### config.mk
export PLATFORM = sky130hd
export DESIGN_NAME = pcibus_bringup
export DESIGN_NICKNAME = d
export VERILOG_FILES = /design/src/rtl/pcibus_pkg.sv /design/src/rtl/pcibus_wait_timer.sv /design/src/rtl/pcibus_clk_div.sv /design/src/rtl/pcibus_bringup.sv
export SDC_FILE = /design/constraint.sdc
export NUM_CORES = 1
export LEC_CHECK = 0
export BUFFER_PORTS_ARGS = -buffer_cell sky130_fd_sc_hd__buf_4
export CAP_MARGIN = 20
export CORE_ASPECT_RATIO = 1.1
export CORE_MARGIN = 5
export CORE_UTILIZATION = 50
export DETAILED_ROUTE_END_ITERATION = 10
export PLACE_DENSITY = 0.68
export SLEW_MARGIN = 20
export SYNTH_ARGS = -nofsm -noshare
export SYNTH_HDL_FRONTEND = slang
export SYNTH_HIERARCHICAL = 1
export SYNTH_SLANG_ARGS = --single-unit
export TNS_END_PERCENT = 50
### constraint.sdc
create_clock -name clk -period 4.16 [get_ports clk]
set_input_delay 0.416 -clock clk [delete_from_list [all_inputs] [get_ports clk]]
set_output_delay 0.416 -clock clk [all_outputs]
set_load 0.02 [all_outputs]
### src/rtl/pcibus_pkg.sv
package pcibus_pkg;

    typedef enum logic [2:0] {
        ST_IDLE       = 3'd0,
        ST_HOLD_NOCLK = 3'd1,
        ST_CLK_START  = 3'd2,
        ST_HOLD_CLK   = 3'd3,
        ST_RUN        = 3'd4
    } seq_state_e;

    typedef struct packed {
        seq_state_e st;
        logic       bus_rst_n;
        logic       busy;
        logic       done;
    } seq_regs_t;

    function automatic longint unsigned ceil_cycles(input longint unsigned hz,
                                                    input longint unsigned usec);
        longint unsigned n;
        n = (hz * usec + 64'd999_999) / 64'd1_000_000;
        return (n == 0) ? 64'd1 : n;
    endfunction

endpackage

### src/rtl/pcibus_wait_timer.sv
module pcibus_wait_timer #(
    parameter int CNT_W = 16
) (
    input  logic             clk,
    input  logic             rst_n,
    input  logic             load_i,
    input  logic [CNT_W-1:0] load_val_i,
    input  logic             tick_i,
    output logic             expired_o
);

    logic [CNT_W-1:0] cnt_d, cnt_q;
    logic [CNT_W-1:0] top_q;

    always_comb begin
        cnt_d = cnt_q;
        if (load_i) begin
            cnt_d = load_val_i;
        end else if (tick_i && cnt_q != '0) begin
            cnt_d = cnt_q - 1'b1;
        end
    end

    always_ff @(posedge clk or negedge rst_n) begin
        if (!rst_n) begin
            cnt_q <= '0;
            top_q <= '0;
        end else begin
            cnt_q <= cnt_d;
            if (load_i) top_q <= load_val_i;
        end
    end

    assign expired_o = (cnt_q == '0);

    // the count never climbs above the last loaded length
    a_r2_count_bounded: assert property (@(posedge clk) disable iff (!rst_n)
        cnt_q <= top_q);

endmodule

### src/rtl/pcibus_clk_div.sv
module pcibus_clk_div #(
    parameter int DIV_W = 8
) (
    input  logic             clk,
    input  logic             rst_n,
    input  logic             load_i,
    input  logic             run_i,
    input  logic [DIV_W-1:0] div_i,
    output logic             pclk_o
);

    typedef struct packed {
        logic [DIV_W-1:0] div;
        logic [DIV_W-1:0] cnt;
        logic             pclk;
    } div_regs_t;

    div_regs_t r_d, r_q;

    always_comb begin
        r_d = r_q;
        if (load_i) begin
            r_d.div  = (div_i == '0) ? DIV_W'(1) : div_i;
            r_d.cnt  = '0;
            r_d.pclk = 1'b0;
        end else if (!run_i) begin
            r_d.cnt  = '0;
            r_d.pclk = 1'b0;
        end else if (r_q.cnt == r_q.div - DIV_W'(1)) begin
            r_d.cnt  = '0;
            r_d.pclk = ~r_q.pclk;
        end else begin
            r_d.cnt  = r_q.cnt + DIV_W'(1);
        end
    end

    always_ff @(posedge clk or negedge rst_n) begin
        if (!rst_n) begin
            r_q <= '0;
        end else begin
            r_q <= r_d;
        end
    end

    assign pclk_o = r_q.pclk;

    // phase counter stays inside the captured half period
    a_r4_cnt_in_period: assert property (@(posedge clk) disable iff (!rst_n)
        (r_q.div != '0) |-> (r_q.cnt < r_q.div));

    // a stop request silences the clock on the following edge
    a_r7_stop_clears: assert property (@(posedge clk) disable iff (!rst_n)
        (!run_i && !load_i) |=> !pclk_o);

endmodule

### src/rtl/pcibus_bringup.sv
module pcibus_bringup
    import pcibus_pkg::*;
#(
    parameter longint unsigned SYS_CLK_HZ    = 50_000_000,
    parameter longint unsigned HOLD_NOCLK_US = 1000,
    parameter longint unsigned HOLD_CLK_US   = 100,
    parameter int              DIV_W         = 8
) (
    input  logic             clk,
    input  logic             rst_n,
    input  logic             start_i,
    input  logic             reassert_i,
    input  logic [DIV_W-1:0] div_i,
    output logic             pci_clk_o,
    output logic             pci_rst_n_o,
    output logic             busy_o,
    output logic             done_o
);

    localparam longint unsigned N_NOCLK = ceil_cycles(SYS_CLK_HZ, HOLD_NOCLK_US);
    localparam longint unsigned N_CLK   = ceil_cycles(SYS_CLK_HZ, HOLD_CLK_US);
    localparam longint unsigned N_MAX   = (N_NOCLK > N_CLK) ? N_NOCLK : N_CLK;
    localparam int              CNT_W   = $clog2(N_MAX + 1);
    localparam logic [CNT_W-1:0] LOAD_NOCLK = CNT_W'(N_NOCLK - 1);
    localparam logic [CNT_W-1:0] LOAD_CLK   = CNT_W'(N_CLK - 1);

    seq_regs_t r_d, r_q;

    logic             tmr_load;
    logic [CNT_W-1:0] tmr_val;
    logic             tmr_tick;
    logic             tmr_expired;
    logic             div_load;
    logic             div_run;

    always_comb begin
        r_d      = r_q;
        tmr_load = 1'b0;
        tmr_val  = LOAD_NOCLK;
        tmr_tick = 1'b0;
        unique case (r_q.st)
            ST_IDLE: begin
                if (start_i) begin
                    r_d.st   = ST_HOLD_NOCLK;
                    tmr_load = 1'b1;
                    tmr_val  = LOAD_NOCLK;
                end
            end
            ST_HOLD_NOCLK: begin
                if (tmr_expired) r_d.st = ST_CLK_START;
                else             tmr_tick = 1'b1;
            end
            ST_CLK_START: begin
                r_d.st   = ST_HOLD_CLK;
                tmr_load = 1'b1;
                tmr_val  = LOAD_CLK;
            end
            ST_HOLD_CLK: begin
                if (tmr_expired) r_d.st = ST_RUN;
                else             tmr_tick = 1'b1;
            end
            ST_RUN: begin
                if (reassert_i) begin
                    r_d.st   = ST_HOLD_NOCLK;
                    tmr_load = 1'b1;
                    tmr_val  = LOAD_NOCLK;
                end
            end
            default: r_d.st = ST_IDLE;
        endcase
        r_d.bus_rst_n = (r_d.st == ST_RUN);
        r_d.done      = (r_d.st == ST_RUN);
        r_d.busy      = (r_d.st == ST_HOLD_NOCLK) || (r_d.st == ST_CLK_START) ||
                        (r_d.st == ST_HOLD_CLK);
        div_load      = (r_d.st == ST_CLK_START);
        div_run       = (r_d.st == ST_HOLD_CLK) || (r_d.st == ST_RUN);
    end

    always_ff @(posedge clk or negedge rst_n) begin
        if (!rst_n) begin
            r_q.st        <= ST_IDLE;
            r_q.bus_rst_n <= 1'b0;
            r_q.busy      <= 1'b0;
            r_q.done      <= 1'b0;
        end else begin
            r_q <= r_d;
        end
    end

    pcibus_wait_timer #(
        .CNT_W (CNT_W)
    ) u_timer (
        .clk        (clk),
        .rst_n      (rst_n),
        .load_i     (tmr_load),
        .load_val_i (tmr_val),
        .tick_i     (tmr_tick),
        .expired_o  (tmr_expired)
    );

    pcibus_clk_div #(
        .DIV_W (DIV_W)
    ) u_clkdiv (
        .clk    (clk),
        .rst_n  (rst_n),
        .load_i (div_load),
        .run_i  (div_run),
        .div_i  (div_i),
        .pclk_o (pci_clk_o)
    );

    assign pci_rst_n_o = r_q.bus_rst_n;
    assign busy_o      = r_q.busy;
    assign done_o      = r_q.done;

    // busy and done exclusive
    a_r10_flags_exclusive: assert property (@(posedge clk) disable iff (!rst_n)
        !(busy_o && done_o));

    // bus reset released only while done
    a_r10_release_only_done: assert property (@(posedge clk) disable iff (!rst_n)
        pci_rst_n_o |-> done_o);

    // no bus clock during the first hold
    a_r3_clk_quiet_hold: assert property (@(posedge clk) disable iff (!rst_n)
        (r_q.st == ST_HOLD_NOCLK) |-> !pci_clk_o);

    // release happens only from the clock-running hold once it has elapsed
    a_r5_release_order: assert property (@(posedge clk) disable iff (!rst_n)
        $rose(pci_rst_n_o) |-> ($past(r_q.st) == ST_HOLD_CLK));

    // re-assert in RUN pulls reset and stops the clock next edge
    a_r7_reassert: assert property (@(posedge clk) disable iff (!rst_n)
        (done_o && reassert_i) |=> (!pci_rst_n_o && !pci_clk_o && busy_o));

    // start in the first hold does not restart it
    a_r8_start_ignored: assert property (@(posedge clk) disable iff (!rst_n)
        ((r_q.st == ST_HOLD_NOCLK) && !tmr_expired && start_i)
        |=> (r_q.st == ST_HOLD_NOCLK));

endmodule

==> summary.md <==
| Metric | Value |
|---|---|
| Status | `complete, no violations` |
| GRT overflow | `0` |
| RSZ-0062 raised after global routing | `false` |
| Multi-input logic area | `0.00131 mm^2` |
| Kind of critical path | `register to register` |
| Initial DRC count | `62` |
| Max-cap violation count | `0` |
| Setup_tns | `0 ps` |
| Fill cells | `408` |
| Hold Vio Cnt, Final | `0` |
| WL per Instance | `14.3 um` |
| DRC | `0` |
| Arrival time worst endpoint | `3340 ps` |
| Seq/Total Area, Yosys | `40.7%` |
| Setup violators final | `0` |
| FF+latch area | `951 um^2` |
| Largest family of logic cells by synthesized area | `simple AND/OR/NAND/NOR gates` |
| Critical path fanouts, max | `11` |
| Simple-gate area share of the yosys netlist | `25.6%` |
| Placed Area | `0.00251 mm^2` |
| Worst hold-check path type | `primary input to asynchronous set/reset pin` |
| Post-CTS sizing | `0` |
| Worst Skew | `6.54 ps` |
| Synth unique cells | `62` |
| Antenna fix cells | `0` |
| Hold-fix buffers at CTS | `0` |
| Initial antenna violation count | `0` |
| DRT Pass-1 Iters | `5` |
| Cells on worst reg2reg path | `10` |
| Cells after Synth | `244` |
| Area growth syn-to-layout | `11.3%` |
| FF+latch count, synth | `38` |
| Clock Sink Count | `38` |
| Clk slew on worst S/H paths | `80 ps` |
| Worst endpoint required time | `4340 ps` |
| Chip Height | `81.7 um` |
| Setup crit end kind | `register` |
| Worst path cell trace | `inv_1, ha_1, nor4b_1, nand4_1, inv_1, nor4bb_1, buf_4, nand2b_1, nor2_1, mux2_4` |
| Area share of xor/xnor cells in the synthesized design | `6.00%` |
| Die area | `0.00614 mm^2` |
| Worst slew pin tran | `614 ps` |
| Maximum vdd drop | `0.229 mV` |
| Pins Over Slew Limit | `0` |
| Worst relative slew slack | `58.5%` |
| Yosys top cell by area | `dfrtp_1` |
| Via count | `1830` |
| Placed Cells | `315` |
| Post-Layout Inst Area | `0.00260 mm^2` |
| H-tree depth | `2` |
| Max Freq | `317 MHz` |
| Crit-path most repeated cell | `inv_1` |
| Post-route insts no fill | `323` |
| Main synth FF type | `dfrtp_1` |
| Layout cells sized above 1 | `16.5%` |
| Port Buffers | `15` |
| Mapped cell area | `0.00234 mm^2` |
| Final critical-path share of the clock period | `75.9%` |
| Die width | `75.2 um` |
| Post-CTS setup buffer count | `0` |
| IO Pins | `16` |
| Hpwl dp | `3360 um` |
| Layout Nets | `281` |
| Synth top area share | `40.7%` |
| Row Count | `26` |
| Multiplexer share of the synthesized area | `4.87%` |
| Vias in the first global route | `1789` |
| Synth area leaders | `dfrtp_1 41%, xnor2_1 4.5%, nor2_1 3.4%, mux2_2 2.9%, nor3_1 2.6%` |
| CTS Buffer Depth | `2` |
| Leak | `1.11 nW` |
| First-pass GRT wire length | `8180 um` |
| DRT antenna net count | `0` |
| Max stage delay on crit path | `530 ps` |
| TritonCTS Buffers | `5` |
| Synth Area in Compound Gates | `16.5%` |
| Tmin final | `3160 ps` |
| GRT Total Usage | `17.4%` |
| Post-synth ARST share | `100%` |
| Total chip power | `0.960 mW` |
| P per Cell Area | `369 mW/mm^2` |
| Post-Synth Adder-Cell Area | `1.61%` |
| WL final | `4610 um` |
| GP Congestion | `0.830` |
| Synth warn | `6` |
| Clock root cell | `clkbuf_8` |
| Vias per inst | `5.67` |
| Skew-Pair Late Insertion Delay | `290 ps` |
| Mean Syn Cell Area | `9.58 um^2` |
| Largest net degree at the start of global routing | `39` |
| CTS tree | `yes` |
| Starting density of the core | `51.0%` |
| Core area | `0.00459 mm^2` |
| CP Launch Type | `register` |
| Number of enable flip-flop cells after synthesis | `0` |
| Slowest cell on the critical path | `nor4b_1` |
[layout by cell type (no fill, tap or decap), types with 7 or more instances in the layout]
| cell | count |
|---|---|
| conb_1 | 10 |
| xnor2_1 | 12 |
| buf_4 | 18 |
| nor3_1 | 12 |
| a21oi_1 | 8 |
| or4_1 | 7 |
| nor2_1 | 21 |
| a31oi_1 | 7 |
| nand2_1 | 16 |
| o21ai_1 | 7 |
| inv_1 | 11 |
| o21ai_0 | 7 |
| dfrtp_1 | 38 |
[cells by family after synthesis]
kind of cell,count (synthesis)
AO/OA/AOI/OAI,51
XOR/XNOR,16
adder cells (fa/ha/maj),3
buffers and inverters,22
flip-flops,38
multiplexers,10
other,2
AND/OR/NAND/NOR,102
[synthesized netlist by cell type (4+ instances only)]
master	instances
o21ai_0	7
o21ai_1	7
nor4_1	4
nor3_1	12
xor2_1	4
clkbuf_1	5
a21oi_1	8
or4_1	7
nand3_1	5
nor2_1	21
nand2_1	16
and2_1	4
xnor2_1	12
inv_1	11
mux2_2	6
a31oi_1	7
dfrtp_1	38
[state kept, by name, indices dropped and copies added, names as in the netlist]
register         cells
u_clkdiv/r_q        16
u_timer/cnt_q       16
r_q                  3
busy_o               1
done_o               1
u_clkdiv/pclk_o      1
[final timing paths]
check / startpoint / to / slack [ps]
min in group clk: div_i[1] / u_clkdiv/r_q[10] / 340
max in group asynchronous: rst_n / u_timer/cnt_q[4] / 3750
worst max register to register: u_timer/cnt_q[0] / u_clkdiv/pclk_o / 1000
worst min register to register: u_clkdiv/r_q[1] / u_clkdiv/r_q[1] / 550
worst min-delay path: rst_n / u_clkdiv/r_q[13] / 70
worst max-delay path: u_timer/cnt_q[0] / u_clkdiv/pclk_o / 1000
[where the power goes]
group          switching [mW]  internal [mW]  total (mW)
logic                   0.104         0.0975       0.202
clock network           0.128          0.134       0.262
registers              0.0749          0.421       0.496
total                   0.307          0.652       0.960
[worst max-delay path: cells and delay by family (launching register included)]
family                     cells  cell delay, ps
buffers and inverters          3             590
muxes                          1             270
adders and majority gates      1             190
and+or+nand+nor                5            1590
DFF                            1             390
[through the flow]
step	setup slack [ps]	hold WS, ps	util [%]
final	1000	72.2	56.7
after CTS	1010	96.2	56.7
after floorplan	1380	120	-
after global routing	715	115	56.7
after global placement	1090	414	54.7
after detailed placement	1050	417	54.7
[cell type report]
class	instances	area share (%)
clock inverters	1	0.192
inverters	11	1.59
multi-input cells	192	50.5
clock buffers	7	3.32
well taps	56	2.69
repair buffers	18	5.19
flip-flops and latches	38	36.5
[routing by layer]
layer,up-vias,global-route usage (%),part of all wire (%)
met5,-,0,0
met4,0,6.29,1.7
met3,6,4.04,3.0
met2,27,29.5,50
met1,850,21.5,45
li1,947,-,-
No activity file was read; power rests on OpenSTA's default activity.
